$ cat config.mk
export PLATFORM = sky130hd
export DESIGN_NAME = dual_synth_core
export DESIGN_NICKNAME = d
export VERILOG_FILES = /design/src/rtl/synth_pkg.sv /design/src/rtl/syn_ref_div.sv /design/src/rtl/syn_main_div.sv /design/src/rtl/syn_pfd.sv /design/src/rtl/dual_synth_core.sv
export SDC_FILE = /design/constraint.sdc
export NUM_CORES = 1
export LEC_CHECK = 0
export BUFFER_PORTS_ARGS = -buffer_cell sky130_fd_sc_hd__buf_2
export CORE_MARGIN = 3
export CORE_UTILIZATION = 30
export CTS_BUF_LIST = sky130_fd_sc_hd__clkbuf_8
export CTS_CLUSTER_SIZE = 30
export DETAILED_ROUTE_END_ITERATION = 8
export PLACE_DENSITY_LB_ADDON = 0.05
export SLEW_MARGIN = 20
export SYNTH_ARGS = -nofsm -noshare
export SYNTH_HDL_FRONTEND = slang
export SYNTH_SLANG_ARGS = --single-unit
$ cat constraint.sdc
create_clock -name clk -period 4.87 [get_ports clk]
set_clock_uncertainty 0.2 [all_clocks]
set_input_delay 0.974 -clock clk [delete_from_list [all_inputs] [get_ports clk]]
set_output_delay 0.974 -clock clk [all_outputs]
set_load 0.05 [all_outputs]
$ cat src/rtl/synth_pkg.sv
// Package: shared defaults and encodings for the dual synthesizer core.
// Assumes all users agree on the band and loop index encodings given here.
package synth_pkg;
    localparam int DEF_RATIO_W   = 14;
    localparam int DEF_RF_REF    = 65;
    localparam int DEF_IF_REF    = 13;
    localparam int DEF_RF_N_MIN  = 5200;
    localparam int DEF_RF_N_MAX  = 8600;
    localparam int DEF_IF_N_MIN  = 100;
    localparam int DEF_IF_N_MAX  = 1023;
    localparam int NUM_LOOPS     = 2;

    typedef enum logic { BAND_LOW = 1'b0, BAND_HIGH = 1'b1 } band_e;
    typedef enum logic { LOOP_RF = 1'b0, LOOP_IF = 1'b1 } loop_e;
endpackage

$ cat src/rtl/syn_ref_div.sv
// Fixed-ratio reference divider: counts reference strobes and emits a one-cycle
// comparison pulse after every RATIO strobes. Assumes RATIO >= 2.
// Cleared by reset or by the loop enable going low.
module syn_ref_div #(
    parameter int RATIO = 65
) (
    input  logic clk,
    input  logic rst_n,
    input  logic en,
    input  logic tick,
    output logic pulse
);
    localparam int CW = $clog2(RATIO);
    localparam logic [CW-1:0] LAST = CW'(RATIO - 1);

    logic [CW-1:0] cnt;

    // Count reference strobes and flag the one that completes the ratio.
    always_ff @(posedge clk) begin
        if (!rst_n || !en) begin
            cnt   <= '0;
            pulse <= 1'b0;
        end else begin
            pulse <= tick && (cnt == LAST);
            if (tick) cnt <= (cnt == LAST) ? '0 : cnt + 1'b1;
        end
    end

    AST_REF_GAP: assert property (@(posedge clk) disable iff (!rst_n) pulse |=> !pulse);
    AST_REF_OFF: assert property (@(posedge clk) disable iff (!rst_n) !en |=> !pulse);
endmodule

$ cat src/rtl/syn_main_div.sv
// Programmable main divider with double-buffered ratios. Two shadow ratios
// (one per band) are written at any time. The down-counter reads the shadow
// chosen by band_sel only at terminal count, after clamping it to [N_MIN, N_MAX].
// Assumes N_MIN >= 2 and N_MAX < 2**W.
module syn_main_div #(
    parameter int W     = 14,
    parameter int N_MIN = 5200,
    parameter int N_MAX = 8600
) (
    input  logic         clk,
    input  logic         rst_n,
    input  logic         en,
    input  logic         tick,
    input  logic         band_sel,
    input  logic         wr_en,
    input  logic         wr_band,
    input  logic [W-1:0] wr_ratio,
    output logic         pulse
);
    localparam logic [W-1:0] LO = W'(N_MIN);
    localparam logic [W-1:0] HI = W'(N_MAX);

    logic [W-1:0] shadow [2];
    logic [W-1:0] cnt;
    logic [W-1:0] sel_ratio;

    // Limit a requested ratio to the legal range of this loop.
    function automatic logic [W-1:0] clamp_ratio(input logic [W-1:0] v);
        if (v < LO)      return LO;
        else if (v > HI) return HI;
        else             return v;
    endfunction

    // Pick and clamp the shadow ratio for the active band.
    always_comb sel_ratio = clamp_ratio(shadow[band_sel]);

    // Shadow ratio storage: written freely, reset only by the chip reset.
    always_ff @(posedge clk) begin
        if (!rst_n) begin
            shadow[0] <= LO;
            shadow[1] <= LO;
        end else if (wr_en) begin
            shadow[wr_band] <= wr_ratio;
        end
    end

    // Down-counter: reloads ratio-1 and pulses on the tick that finds zero.
    always_ff @(posedge clk) begin
        if (!rst_n || !en) begin
            cnt   <= '0;
            pulse <= 1'b0;
        end else begin
            pulse <= tick && (cnt == '0);
            if (tick) cnt <= (cnt == '0) ? sel_ratio - 1'b1 : cnt - 1'b1;
        end
    end

    AST_DIV_BOUND: assert property (@(posedge clk) disable iff (!rst_n) cnt < HI);
    AST_DIV_TICK:  assert property (@(posedge clk) disable iff (!rst_n) pulse |-> $past(tick));
    AST_DIV_GAP:   assert property (@(posedge clk) disable iff (!rst_n) pulse |=> !pulse);
    AST_DIV_OFF:   assert property (@(posedge clk) disable iff (!rst_n) !en |=> !pulse);
endmodule

$ cat src/rtl/syn_pfd.sv
// Phase/frequency detector: a registered up/down pair. A reference pulse sets
// up, a divider pulse sets dn, and a state that would hold both clears both.
// Assumes both input pulses are synchronous one-cycle strobes.
module syn_pfd (
    input  logic clk,
    input  logic rst_n,
    input  logic en,
    input  logic ref_p,
    input  logic div_p,
    output logic up,
    output logic dn
);
    logic up_nx, dn_nx;

    // Set from the pulses, then collapse the both-set case to idle.
    always_comb begin
        up_nx = up | ref_p;
        dn_nx = dn | div_p;
        if (up_nx && dn_nx) begin
            up_nx = 1'b0;
            dn_nx = 1'b0;
        end
    end

    // Register the detector state, held clear while off.
    always_ff @(posedge clk) begin
        if (!rst_n || !en) begin
            up <= 1'b0;
            dn <= 1'b0;
        end else begin
            up <= up_nx;
            dn <= dn_nx;
        end
    end

    AST_PFD_EXCL: assert property (@(posedge clk) disable iff (!rst_n) !(up && dn));
    AST_PFD_SET:  assert property (@(posedge clk) disable iff (!rst_n) (en && ref_p && !div_p && !dn) |=> up);
    AST_PFD_OFF:  assert property (@(posedge clk) disable iff (!rst_n) !en |=> (!up && !dn));
endmodule

$ cat src/rtl/dual_synth_core.sv
// Top: two synthesizer loops (RF, IF) sharing one reference strobe. Each loop
// has a fixed reference divider, a programmable main divider and a PFD, all
// built by one generate loop. Assumes every input strobe is already
// synchronous to clk and lasts one cycle.
module dual_synth_core #(
    parameter int RATIO_W  = synth_pkg::DEF_RATIO_W,
    parameter int RF_REF   = synth_pkg::DEF_RF_REF,
    parameter int IF_REF   = synth_pkg::DEF_IF_REF,
    parameter int RF_N_MIN = synth_pkg::DEF_RF_N_MIN,
    parameter int RF_N_MAX = synth_pkg::DEF_RF_N_MAX,
    parameter int IF_N_MIN = synth_pkg::DEF_IF_N_MIN,
    parameter int IF_N_MAX = synth_pkg::DEF_IF_N_MAX
) (
    input  logic               clk,
    input  logic               rst_n,
    input  logic               ref_tick,
    input  logic               rf_vco_tick,
    input  logic               if_vco_tick,
    input  logic               rf_en,
    input  logic               if_en,
    input  logic               band_sel,
    input  logic               cfg_we,
    input  logic               cfg_loop,
    input  logic               cfg_band,
    input  logic [RATIO_W-1:0] cfg_ratio,
    output logic               rf_up,
    output logic               rf_dn,
    output logic               if_up,
    output logic               if_dn,
    output logic               rf_ref_pulse,
    output logic               rf_div_pulse,
    output logic               if_ref_pulse,
    output logic               if_div_pulse
);
    import synth_pkg::*;

    logic [NUM_LOOPS-1:0] en_v, vco_v, refp_v, divp_v, up_v, dn_v;

    assign en_v  = {if_en, rf_en};
    assign vco_v = {if_vco_tick, rf_vco_tick};

    for (genvar g = 0; g < NUM_LOOPS; g++) begin : g_loop
        localparam int REF_R = (g == int'(LOOP_RF)) ? RF_REF   : IF_REF;
        localparam int N_LO  = (g == int'(LOOP_RF)) ? RF_N_MIN : IF_N_MIN;
        localparam int N_HI  = (g == int'(LOOP_RF)) ? RF_N_MAX : IF_N_MAX;

        logic wr_here;
        assign wr_here = cfg_we && (cfg_loop == 1'(g));

        syn_ref_div #(.RATIO(REF_R)) ref_div_i (
            .clk(clk), .rst_n(rst_n), .en(en_v[g]), .tick(ref_tick), .pulse(refp_v[g])
        );

        syn_main_div #(.W(RATIO_W), .N_MIN(N_LO), .N_MAX(N_HI)) main_div_i (
            .clk(clk), .rst_n(rst_n), .en(en_v[g]), .tick(vco_v[g]),
            .band_sel(band_sel), .wr_en(wr_here), .wr_band(cfg_band),
            .wr_ratio(cfg_ratio), .pulse(divp_v[g])
        );

        syn_pfd pfd_i (
            .clk(clk), .rst_n(rst_n), .en(en_v[g]),
            .ref_p(refp_v[g]), .div_p(divp_v[g]), .up(up_v[g]), .dn(dn_v[g])
        );
    end

    assign rf_up        = up_v[0];
    assign rf_dn        = dn_v[0];
    assign if_up        = up_v[1];
    assign if_dn        = dn_v[1];
    assign rf_ref_pulse = refp_v[0];
    assign if_ref_pulse = refp_v[1];
    assign rf_div_pulse = divp_v[0];
    assign if_div_pulse = divp_v[1];

    AST_TOP_RST: assert property (@(posedge clk) !rst_n |=> (up_v == '0 && dn_v == '0 && divp_v == '0));
endmodule

==> metrics.cfg <==
[cells_and_area]
fillCellCount=1865
diodes=0
multi_input_area_sq_um=2769
seq_area_sq_um=2623
drive_gt1_share_pct=15.13
synthToLayoutAreaGrowth_pct=11.04
stdcell_area_sq_um=6217
final_nets=621

[drt]
vias_per_cell=5.242
dr.pass1.iters=4
topRoutingLayerUsed=met4
wl_met3_um=524
drtAntennaViolNets=0
wl_met2_mm=6.342
wl_met1_mm=7.388
dr_total_vias=4319
drcViolationCount=0
drt_iter0_drc=274
wl_mm=14.44
post_drt_wl_per_cell_um=17.53

[clock_tree]
cts_resized=0
cts_tree=built
post-cts-setup-buffers=0
cts_made_buffers=9
clk_latency_ns=0.39
h-tree-depth=3
clk_pin_slew_ns=0.10
cts_hold_buf=0
cts.path.max_buffers=2
clockRootBuffer=clkbuf_8
clock_sinks=103

[yosys]
seq_area_frac_synth_pct=46.84
netlist_area_sq_um=5599
synth_area_leader_cell=edfxtp_1
syn_inst=561
yosysUniqueCellTypes=79
synth-seq-cells=103
synth-edff-count=56
synth.top_cell.area_share_pct=30.03
synth_nets=592
yosys_warnings=0
avgSynthCellArea_sq_um=9.981
async_flop_share_pct=0
synth_area_leaders=edfxtp_1, dfxtp_1, and2_1
synthFlopType=edfxtp_1

[sta]
hold_viol=0
slew_viol_final=0
tightest_slew_ns=0.7129
tns_ns=0
max_freq_ghz=0.2417
timing.final.crit_share_pct=84.97
maxSlewHeadroom_pct=52.47
layout_min_cycle_time_ns=4.138
setup_viol=0
rsz0062_at_grt=no

[placement]
place_area_sq_um=6022
io_buffer_count=32
place_congestion=0.8314
hpwl_mm=10.97

[min_path]
min_path_cells=1
hp-class=reg -> reg

[die]
dieArea_sq_um=20340
pin_count=33
die_w_um=142.6
die_h_um=142.6
rows=49
start_util_pct=30.85
coreArea_sq_um=18150

[worst_setup_path]
end_kind=register
critPathMaxFanout=17
r2r_cells=12
crit_type=in -> reg
arrival_ns=4.26
required_ns=4.99
start_kind=input pin

[power]
p_leak_nw=2.214
max-vdd-ir-drop_mv=0.1575
p_per_area_nw_per_um2=443.9

[grt]
antenna_found_initial=0
overflow=0
grt_pass1_wl_mm=23.87
grt_pass1_vias=4253
grt_start_max_net_pins=25
track_usage_pct=14.90

[run]
maxCapViolations=0

[run_status]
status=complete, no violations

## metal layers
metal  vias up  GRT usage, %
li1       2164             -
met1      2068         21.20
met2        75         22.73
met3        12         3.751
met4         0         3.802
met5         -             0
## kinds of logic (layout without fill, tap and decap cells)
group	after synthesis	in the layout	share of synthesized area, %
AND/OR/NAND/NOR	234	234	24.07
AO/OA/AOI/OAI	134	134	17.36
XOR/XNOR	8	8	1.251
adder cells (fa/ha/maj)	6	6	1.341
buffers and inverters	47	81	3.710
flip-flops	103	103	46.84
multiplexers	29	29	5.430
## per-stage QoR
step / cells / setup WS [ns] / hold slack (ns) / total power [mW] / utilization, %
2_1_floorplan: 561 / 0.2750 / 0.2280 / 1.923 / -
3_3_place_gp: 808 / 0.4469 / 0.2258 / 2.230 / 33.18
3_5_place_dp: 808 / 0.3121 / 0.2372 / 2.220 / 33.18
4_1_cts: 824 / 0.7732 / 0.2509 / 2.789 / 34.26
5_1_grt: 824 / 0.4739 / 0.2815 / 2.973 / 34.26
6_report: 824 / 0.7318 / 0.2450 / 2.760 / 34.26
## Yosys cell counts, drive strengths merged (3+ instances only)
cell,n
o22ai,3
o21ai,33
nand2,26
edfxtp,56
or3,16
or3b,4
o31ai,4
xnor2,3
mux2,8
or2,5
a31oi,8
inv,17
a21oi,29
xor2,5
o211ai,6
nor3b,3
buf,9
nor2,42
nand3,12
a211oi,8
and3,3
nand3b,4
or4,5
mux2i,21
nor3,24
a21o,7
a32oi,3
a311oi,3
o311ai,4
and2,45
ha,6
nor4,15
clkbuf,21
nand2b,8
nand4,7
o211a,3
and4,4
nand4b,4
dfxtp,47
nor2b,4
## worst paths after layout
kind	to	startpoint	slack, ns
setup / recovery	g_loop[0].main_div_i.cnt[12]$_SDFFE_PP0P_	band_sel	0.73
setup reg to reg	g_loop[0].main_div_i.cnt[12]$_SDFFE_PP0P_	g_loop[0].main_div_i.shadow[1][13]$_SDFFCE_PN0P_	1.16
hold reg to reg	g_loop[1].pfd_i.dn$_SDFF_PP0_	g_loop[1].ref_div_i.pulse$_SDFF_PP0_	0.24
hold / removal	g_loop[1].pfd_i.dn$_SDFF_PP0_	g_loop[1].ref_div_i.pulse$_SDFF_PP0_	0.24
## worst max-delay path: stages
cell and delay (ns):
buf_2 0.12, buf_4 0.19, a21boi_0 0.14, a221o_1 0.38, a41o_2 0.27, a31oi_1 0.19, ha_1 0.24, or3b_2 0.48
a21oi_1 0.19, nand3_1 0.10, o211ai_1 0.19, nand3_1 0.26, o31a_1 0.35, a211oi_1 0.19
## cells in the final DEF (no fill, tap or decap), types with 4 or more instances in the layout
cell and count:
a211oi_1 8, a21o_1 7, a21oi_1 29, a31oi_1 8, and2_1 45, buf_2 32, buf_4 16, clkbuf_8 9
dfxtp_1 47, edfxtp_1 56, ha_1 6, inv_1 18, mux2_2 7, mux2i_1 20, nand2_1 26, nand2b_1 8
nand3_1 12, nand3b_1 4, nand4_1 7, nand4b_1 4, nor2_1 42, nor2b_1 4, nor3_1 22, nor4_1 13
o211ai_1 5, o21ai_0 29, o21ai_1 4, o31ai_1 4, or2_1 4, or3_1 16, or4_1 5, xor2_1 5
## where the power goes
part           internal, mW  total (mW)  switching [mW]
combinational         0.440        1.13           0.689
clock                 0.240       0.559           0.319
sequential            0.995        1.07          0.0766
## cell type report
| class | count | area share [%] |
|---|---|---|
| Inverter | 17 | 1.026 |
| Sequential cell | 103 | 42.18 |
| Timing Repair Buffer | 48 | 4.508 |
| Clock buffer | 9 | 1.992 |
| Clock inverter | 7 | 1.147 |
| Tap cell | 229 | 4.609 |
| Multi-Input combinational cell | 411 | 44.54 |
## flip-flops by register name, indices dropped and copies added, names as in the netlist
| register | flops |
|---|---|
| g_loop.main_div_i.cnt | 28 |
| g_loop.ref_div_i.cnt | 11 |
| g_loop.main_div_i.pulse | 2 |
| g_loop.pfd_i.up | 2 |
| g_loop.main_div_i.shadow | 56 |
| g_loop.ref_div_i.pulse | 2 |
| g_loop.pfd_i.dn | 2 |
Note: power is estimated with default switching activity, not from simulation.
